$ cat src/rtl/sar_pkg.sv
// Shared types for the serial audio receiver.
// Assumes: one bit-clock event record is produced per system clock.
package sar_pkg;

    // One sampled view of the serial bus, valid in the cycle after synchronisation
    typedef struct packed {
        logic rise;   // bit clock rose in this cycle
        logic ws;     // word clock level at that rise
        logic sd;     // data level at that rise
    } bit_evt_t;

endpackage

$ cat src/rtl/sar_sync.sv
// Brings the three serial lines into the system clock domain and detects
// bit-clock rising edges. Assumes each bit-clock phase lasts at least
// two system clocks, and that word clock and data are stable around the
// bit-clock rising edge, so all three lines cross with the same latency.
module sar_sync #(
    parameter int STAGES = 2
) (
    input  logic              clk,
    input  logic              rst_n,
    input  logic              sck_in,
    input  logic              ws_in,
    input  logic              sd_in,
    output sar_pkg::bit_evt_t evt
);
    localparam int NLINES = 3;

    logic [NLINES-1:0] raw;
    logic [NLINES-1:0] synced;
    logic              sck_prev;

    assign raw = {sck_in, ws_in, sd_in};

    generate
        for (genvar g = 0; g < NLINES; g++) begin : g_line
            logic [STAGES-1:0] chain;
            // Shift one line through its synchroniser chain
            always_ff @(posedge clk) begin
                if (!rst_n) chain <= '0;
                else        chain <= {chain[STAGES-2:0], raw[g]};
            end
            assign synced[g] = chain[STAGES-1];
        end
    endgenerate

    // Register the edge event together with the word clock and data levels
    always_ff @(posedge clk) begin
        if (!rst_n) begin
            sck_prev <= 1'b0;
            evt      <= '0;
        end else begin
            sck_prev <= synced[2];
            evt.rise <= synced[2] & ~sck_prev;
            evt.ws   <= synced[1];
            evt.sd   <= synced[0];
        end
    end

    // a bit-clock rise is a single-cycle event
    a_r2_single_rise: assert property (@(posedge clk) disable iff (!rst_n)
        evt.rise |=> !evt.rise);

endmodule

$ cat src/rtl/sar_deser.sv
// Slot framing and deserialisation. Finds slot starts from word-clock
// transitions, with a one-bit delay in I2S framing and none in
// left-justified framing. Fills a sample MSB first and releases a stereo
// pair when the following left slot begins.
// Assumes: fmt_lj is static while data flows; slots are at least two bits.
module sar_deser #(
    parameter int SAMPLE_W = 24
) (
    input  logic                clk,
    input  logic                rst_n,
    input  logic                fmt_lj,
    input  sar_pkg::bit_evt_t   evt,
    output logic [SAMPLE_W-1:0] left_data,
    output logic [SAMPLE_W-1:0] right_data,
    output logic                pair_valid
);
    localparam logic [SAMPLE_W-1:0] PTR_SECOND = {2'b01, {(SAMPLE_W-2){1'b0}}};

    logic                ws_last;    // word clock at the previous rise
    logic                chg_d;      // word clock changed at the previous rise
    logic                active;     // a slot start has been seen since reset
    logic                slot_left;  // slot being filled belongs to the left channel
    logic                left_ok;    // a complete left sample is waiting
    logic [SAMPLE_W-1:0] acc;        // sample under construction
    logic [SAMPLE_W-1:0] ptr;        // one-hot position of the next bit, zero when full
    logic [SAMPLE_W-1:0] left_hold;  // captured left sample awaiting its partner
    logic                chg;
    logic                start;

    assign chg   = evt.ws ^ ws_last;
    assign start = fmt_lj ? chg : chg_d;

    // Track framing, fill the sample and release pairs on slot boundaries
    always_ff @(posedge clk) begin
        if (!rst_n) begin
            ws_last    <= 1'b0;
            chg_d      <= 1'b0;
            active     <= 1'b0;
            slot_left  <= 1'b0;
            left_ok    <= 1'b0;
            acc        <= '0;
            ptr        <= '0;
            left_hold  <= '0;
            left_data  <= '0;
            right_data <= '0;
            pair_valid <= 1'b0;
        end else begin
            pair_valid <= 1'b0;
            if (evt.rise) begin
                ws_last <= evt.ws;
                chg_d   <= chg;
                if (start) begin
                    if (active) begin
                        if (slot_left) begin
                            left_hold <= acc;
                            left_ok   <= 1'b1;
                        end else begin
                            if (left_ok) begin
                                left_data  <= left_hold;
                                right_data <= acc;
                                pair_valid <= 1'b1;
                            end
                            left_ok <= 1'b0;
                        end
                    end
                    active    <= 1'b1;
                    slot_left <= fmt_lj ? evt.ws : ~evt.ws;
                    acc       <= {evt.sd, {(SAMPLE_W-1){1'b0}}};
                    ptr       <= PTR_SECOND;
                end else begin
                    acc <= evt.sd ? (acc | ptr) : acc;
                    ptr <= ptr >> 1;
                end
            end
        end
    end

    // at most one bit position is pending at a time
    a_r4_ptr_onehot: assert property (@(posedge clk) disable iff (!rst_n)
        $onehot0(ptr));

    // strobe lasts one cycle
    a_r6_single_pulse: assert property (@(posedge clk) disable iff (!rst_n)
        pair_valid |=> !pair_valid);

    // outputs move only with the strobe
    a_r6_hold: assert property (@(posedge clk) disable iff (!rst_n)
        !pair_valid |-> ($stable(left_data) && $stable(right_data)));

    // every strobe consumes a pending left sample
    a_r7_left_first: assert property (@(posedge clk) disable iff (!rst_n)
        pair_valid |-> ($past(left_ok) && !left_ok));

endmodule

$ cat src/rtl/sar_frame_mon.sv
// Word-clock period monitor. Counts bit-clock rises between word-clock
// rising edges and flags periods outside [MIN_BCLK, MAX_BCLK]. Flags at
// once when the count passes MAX_BCLK with no word-clock edge.
// Assumes: the flag starts set until one full period has been measured.
module sar_frame_mon #(
    parameter int MIN_BCLK = 48,
    parameter int MAX_BCLK = 128
) (
    input  logic              clk,
    input  logic              rst_n,
    input  sar_pkg::bit_evt_t evt,
    output logic              frame_bad
);
    localparam int CW = $clog2(MAX_BCLK + 2);
    localparam logic [CW-1:0] CMIN  = CW'(MIN_BCLK);
    localparam logic [CW-1:0] CMAX  = CW'(MAX_BCLK);
    localparam logic [CW-1:0] COVER = CW'(MAX_BCLK + 1);

    logic          ws_prev;
    logic          have_ref;
    logic [CW-1:0] cnt;
    logic          ws_up;

    assign ws_up = evt.rise & evt.ws & ~ws_prev;

    // Count rises per period and judge each period at its end
    always_ff @(posedge clk) begin
        if (!rst_n) begin
            ws_prev   <= 1'b0;
            have_ref  <= 1'b0;
            cnt       <= '0;
            frame_bad <= 1'b1;
        end else if (evt.rise) begin
            ws_prev <= evt.ws;
            if (ws_up) begin
                if (have_ref) frame_bad <= (cnt < CMIN) || (cnt > CMAX);
                have_ref <= 1'b1;
                cnt      <= CW'(1);
            end else if (have_ref && cnt <= CMAX) begin
                cnt <= cnt + CW'(1);
                if (cnt == CMAX) frame_bad <= 1'b1;
            end
        end
    end

    // an overrun count is always reported
    a_r9_overrun_flag: assert property (@(posedge clk) disable iff (!rst_n)
        (cnt == COVER) |-> frame_bad);

    // an in-range period clears the flag
    a_r8_in_range_clears: assert property (@(posedge clk) disable iff (!rst_n)
        (ws_up && have_ref && cnt >= CMIN && cnt <= CMAX) |=> !frame_bad);

    // a short period sets the flag
    a_r8_short_sets: assert property (@(posedge clk) disable iff (!rst_n)
        (ws_up && have_ref && cnt < CMIN) |=> frame_bad);

endmodule

$ cat src/rtl/serial_audio_rx.sv
// Two-channel serial audio slave receiver with selectable I2S or
// left-justified framing and a word-clock period check for muting.
// Assumes: the system clock oversamples the bit clock so that each
// bit-clock phase spans at least SYNC_STAGES system clocks.
module serial_audio_rx #(
    parameter int SAMPLE_W    = 24,
    parameter int MIN_BCLK    = 48,
    parameter int MAX_BCLK    = 128,
    parameter int SYNC_STAGES = 2
) (
    input  logic                clk,
    input  logic                rst_n,
    input  logic                fmt_lj,
    input  logic                sck,
    input  logic                ws,
    input  logic                sd,
    output logic [SAMPLE_W-1:0] left_data,
    output logic [SAMPLE_W-1:0] right_data,
    output logic                pair_valid,
    output logic                frame_bad
);
    sar_pkg::bit_evt_t evt;

    sar_sync #(.STAGES(SYNC_STAGES)) u_sync (
        .clk    (clk),
        .rst_n  (rst_n),
        .sck_in (sck),
        .ws_in  (ws),
        .sd_in  (sd),
        .evt    (evt)
    );

    sar_deser #(.SAMPLE_W(SAMPLE_W)) u_deser (
        .clk        (clk),
        .rst_n      (rst_n),
        .fmt_lj     (fmt_lj),
        .evt        (evt),
        .left_data  (left_data),
        .right_data (right_data),
        .pair_valid (pair_valid)
    );

    sar_frame_mon #(.MIN_BCLK(MIN_BCLK), .MAX_BCLK(MAX_BCLK)) u_mon (
        .clk       (clk),
        .rst_n     (rst_n),
        .evt       (evt),
        .frame_bad (frame_bad)
    );

endmodule

$ cat config.mk
export PLATFORM = sky130hd
export DESIGN_NAME = serial_audio_rx
export DESIGN_NICKNAME = d
export VERILOG_FILES = /design/src/rtl/sar_pkg.sv /design/src/rtl/sar_sync.sv /design/src/rtl/sar_deser.sv /design/src/rtl/sar_frame_mon.sv /design/src/rtl/serial_audio_rx.sv
export SDC_FILE = /design/constraint.sdc
export NUM_CORES = 1
export LEC_CHECK = 0
export BUFFER_PORTS_ARGS = -buffer_cell sky130_fd_sc_hd__buf_4
export CORE_MARGIN = 3
export CORE_UTILIZATION = 45
export CTS_BUF_LIST = sky130_fd_sc_hd__clkbuf_16
export CTS_CLUSTER_SIZE = 12
export DETAILED_ROUTE_END_ITERATION = 12
export PLACE_DENSITY = 0.69
export SLEW_MARGIN = 30
export SYNTH_ARGS = -nofsm -noshare
export SYNTH_HDL_FRONTEND = slang
export SYNTH_SLANG_ARGS = --single-unit
$ cat constraint.sdc
create_clock -name clk -period 2.1 [get_ports clk]
set_clock_uncertainty 0.2 [all_clocks]
set_input_delay 0.105 -clock clk [delete_from_list [all_inputs] [get_ports clk]]
set_output_delay 0.105 -clock clk [all_outputs]
set_load 0.1 [all_outputs]
==> key figures <==
Yosys
  – Cell count after synthesis: 545
  – XOR/XNOR share of the synthesized area: 0.6686%
  – Syn_nets: 553
  – Mapped Area: 5240 um^2
  – Largest family of logic cells by synthesized area: compound AO/OA/AOI/OAI gates
  – Post-Synth Simple-Gate Area: 13.25%
  – Synth Area in Compound Gates: 16.57%
  – Number of synthesized register bits: 145
  – Post-synth cell types: 37
  – Register area share after synthesis: 55.40%
  – Mapped Avg Cell Area: 9.615 um^2
  – Total of warnings raised by yosys: 0
  – Adder-cell area share of the yosys netlist: 0.4776%
  – Multiplexer share of the synthesized area: 9.551%

Worst setup path
  – Worst path max stage delay: 0.56 ns
  – R2R Setup Slk: 0.08 ns
  – CP required: 2.24 ns
  – Kind of critical path: reg2reg
  – R2r worst-path depth: 4
  – CP top delay family: simple AND/OR/NAND/NOR gates
  – CP Max Fanout: 12
  – CP Cell Sequence: or4_4, o31a_4, or3_1, a21oi_1
  – CP Launch Type: flop
  – Arrival time at the worst endpoint: 2.16 ns
  – CP bufs+invs: 0
  – Crit-path slowest cell: or4_4
  – Reg2reg end: u_mon.cnt[5]$_SDFFE_PN0P_
  – Setup crit end kind: flop
  – Reg2reg start: u_mon.cnt[6]$_SDFFE_PN0P_

Timing
  – Tcrit/Tclk final: 96.21%
  – Hold Vio Cnt, Final: 0
  – Pins Over Slew Limit: 0
  – Fin Setup TNS: 0 ns
  – Worst-Margin Slew: 0.8649 ns
  – Final Hold Slack: 0.1870 ns
  – Fmax achieved: 494.9 MHz
  – Setup-failing EPs final: 0
  – Fin crit period: 2.020 ns
  – Max_slew headroom: 42.34%
  – RSZ-0062 raised after global routing: no

Clock network
  – Clock buffer depth: 2
  – H-tree depth: 4
  – CTS clock-pin slew for the worst setup and hold paths: 0.06 ns
  – Root Driver: clkbuf_16
  – Inserted Clock Buffers: 17
  – Post-CTS Setup Inserts: 0
  – # clock sinks: 145
  – CTS tree: done
  – Clk Latency, worst-skew pair: 0.41 ns

Floorplan
  – Die Width: 113.9 um
  – # rows: 38
  – Core Box Area: 11130 um^2
  – I/O pin cnt: 56
  – Starting Density: 47.10%
  – Die area: 12980 um^2
  – Die H: 113.9 um

Global route
  – GRT Total Usage: 17.75%
  – Global route overflow: 0
  – First-pass GRT wire length: 18.59 mm
  – Initial antenna violation count: 0
  – Vias in the first global route: 3888
  – Largest net degree at the start of global routing: 85

Drt
  – Detailed Route Iter0 Violations: 277
  – Via density: 5.374
  – Router iterations before antenna repair: 4
  – Via Count: 4009
  – Avg WL per Cell: 14.71 um
  – Residual DRC count: 0
  – DRT antenna net count: 0
  – Wirelength, routed: 10.98 mm

Final layout
  – Layout area overhead: 22.64%
  – Finished Layout Cells: 746
  – # nets final: 602
  – N_diodes: 0
  – Fraction of layout cells with a size suffix above 1: 16.67%
  – Util after Layout: 57.76%
  – Commonest non-fill, non-tap cell in the layout: dfxtp_1
  – Most frequent cells in the layout: 144 x dfxtp_1, 65 x buf_4, 59 x nor2_1

Run
  – Max_cap viols: 0

Min path
  – HP Start: u_sync.sck_prev$_SDFF_PN0_
  – Class of the worst hold path: reg2reg
  – Endpoint, Worst Hold: u_sync.evt[2]$_SDFF_PN0_
  – Hold Crit Depth: 1

Power
  – Worst vdd ir: 539.6 uV
  – LEAKAGE: 2.357 nW
  – Power, Total: 5.649 mW
  – Internal: 4.508 mW
  – Clock power share: 49.2%
  – Switch share: 20.19%
  – Seq pwr share: 49.0%
  – Comb pwr share: 1.8%
  – Net Sw Power: 1.140 mW
  – PD cells: 879.0 nW/um^2

Placement
  – Inst Count DP: 707
  – PortBufs: 55
  – GP Congestion: 0.7805
  – Detailed Place HPWL: 6.573 mm

Status
  – Status: completed
-- flip-flops by register name (all words and copies together) (netlist names), 3 cells and up --
name,flops
u_deser.left_data,24
u_sync.evt,3
u_deser.acc,24
u_deser.left_hold,24
u_sync.g_line.chain,6
u_deser.ptr,23
u_mon.cnt,8
u_deser.right_data,24
-- cell usage after synthesis (all sizes together) --
| master | instances | share of area [%] |
|---|---|---|
| dfxtp | 145 | 55 |
| o31ai | 1 | 0.14 |
| a21oi | 57 | 5.5 |
| nand2 | 4 | 0.29 |
| or4 | 1 | 0.21 |
| nand4 | 1 | 0.12 |
| mux2i | 50 | 9.6 |
| a311oi | 1 | 0.29 |
| ha | 2 | 0.48 |
| xor2 | 1 | 0.17 |
| and3 | 1 | 0.12 |
| or3 | 5 | 0.60 |
| o211ai | 1 | 0.14 |
| and3b | 2 | 0.33 |
| buf | 15 | 1.4 |
| o211a | 1 | 0.19 |
| o21a | 2 | 0.29 |
| nor2b | 2 | 0.24 |
| nor2 | 59 | 4.2 |
| o22ai | 1 | 0.12 |
| o31a | 1 | 0.17 |
| clkbuf | 31 | 2.2 |
| o2111ai | 2 | 0.33 |
| o21ai | 55 | 5.3 |
| a22o | 23 | 3.8 |
| nand2b | 3 | 0.36 |
| nand3b | 2 | 0.29 |
| a211oi | 1 | 0.14 |
| nand3 | 51 | 4.9 |
| a21boi | 1 | 0.14 |
| nor3 | 3 | 0.29 |
| inv | 6 | 0.43 |
| and2 | 11 | 1.3 |
| xnor2 | 3 | 0.50 |
-- worst max-delay path by stage --
stage | endpoint | cells after the start | startpoint
global placement | u_deser.acc[13]$_SDFFE_PN0P_ | 4 | u_deser.ws_last$_SDFFE_PN0P_
CTS | u_mon.cnt[5]$_SDFFE_PN0P_ | 4 | u_mon.cnt[6]$_SDFFE_PN0P_
global route | u_mon.cnt[3]$_SDFFE_PN0P_ | 4 | u_mon.cnt[6]$_SDFFE_PN0P_
detailed placement | u_deser.acc[10]$_SDFFE_PN0P_ | 4 | u_deser.ws_last$_SDFFE_PN0P_
finish | u_mon.cnt[5]$_SDFFE_PN0P_ | 4 | u_mon.cnt[6]$_SDFFE_PN0P_
floorplan | u_mon.cnt[4]$_SDFFE_PN0P_ | 5 | u_mon.cnt[6]$_SDFFE_PN0P_
-- power by group through the flow --
stage	Combinational (mW)	Sequential (mW)	Clock [mW]
floorplan	0.0649	2.82	0
global placement	0.0872	2.82	0
detailed placement	0.0897	2.82	0
CTS	0.101	2.77	2.84
global route	0.112	2.76	2.99
finish	0.103	2.77	2.78
-- layout make-up --
| class | instances | area [um^2] |
|---|---|---|
| Clock buffer | 17 | 425.4 |
| Clock inverter | 14 | 122.6 |
| Fill cell | 958 | 4700 |
| Inverter | 6 | 22.52 |
| Multi-Input combinational cell | 348 | 2148 |
| Sequential cell | 145 | 2904 |
| Tap cell | 140 | 175.2 |
| Timing Repair Buffer | 76 | 628.1 |
-- metal layers --
metal	up-vias	part of all wire [%]	track usage, %
met5	-	0	0
met4	0	1.0	7.126
met3	11	4.5	4.987
met2	92	48	28.43
met1	1891	47	22.71
li1	2015	-	-
-- metrics by stage --
step	setup WS (ns)	cell area (um^2)
floorplan	0.1259	5240
CTS	0.02941	6417
global placement	0.06178	5788
finish	0.07953	6426
detailed placement	-0.02536	5788
global route	0.01661	6426
-- cell families after synthesis --
family	count (synthesis)
flip-flops	145
AO/OA/AOI/OAI	147
multiplexers	50
AND/OR/NAND/NOR	145
buffers and inverters	52
adder cells (fa/ha/maj)	2
XOR/XNOR	4
-- timing repair --
action                                 4_1_cts  5_1_grt
hold buffers                                 8        0
setup endpoints to repair                   23        5
resized for setup                            1        2
endpoints found under the hold margin       18        0
Note: power is estimated with default switching activity, not from simulation.
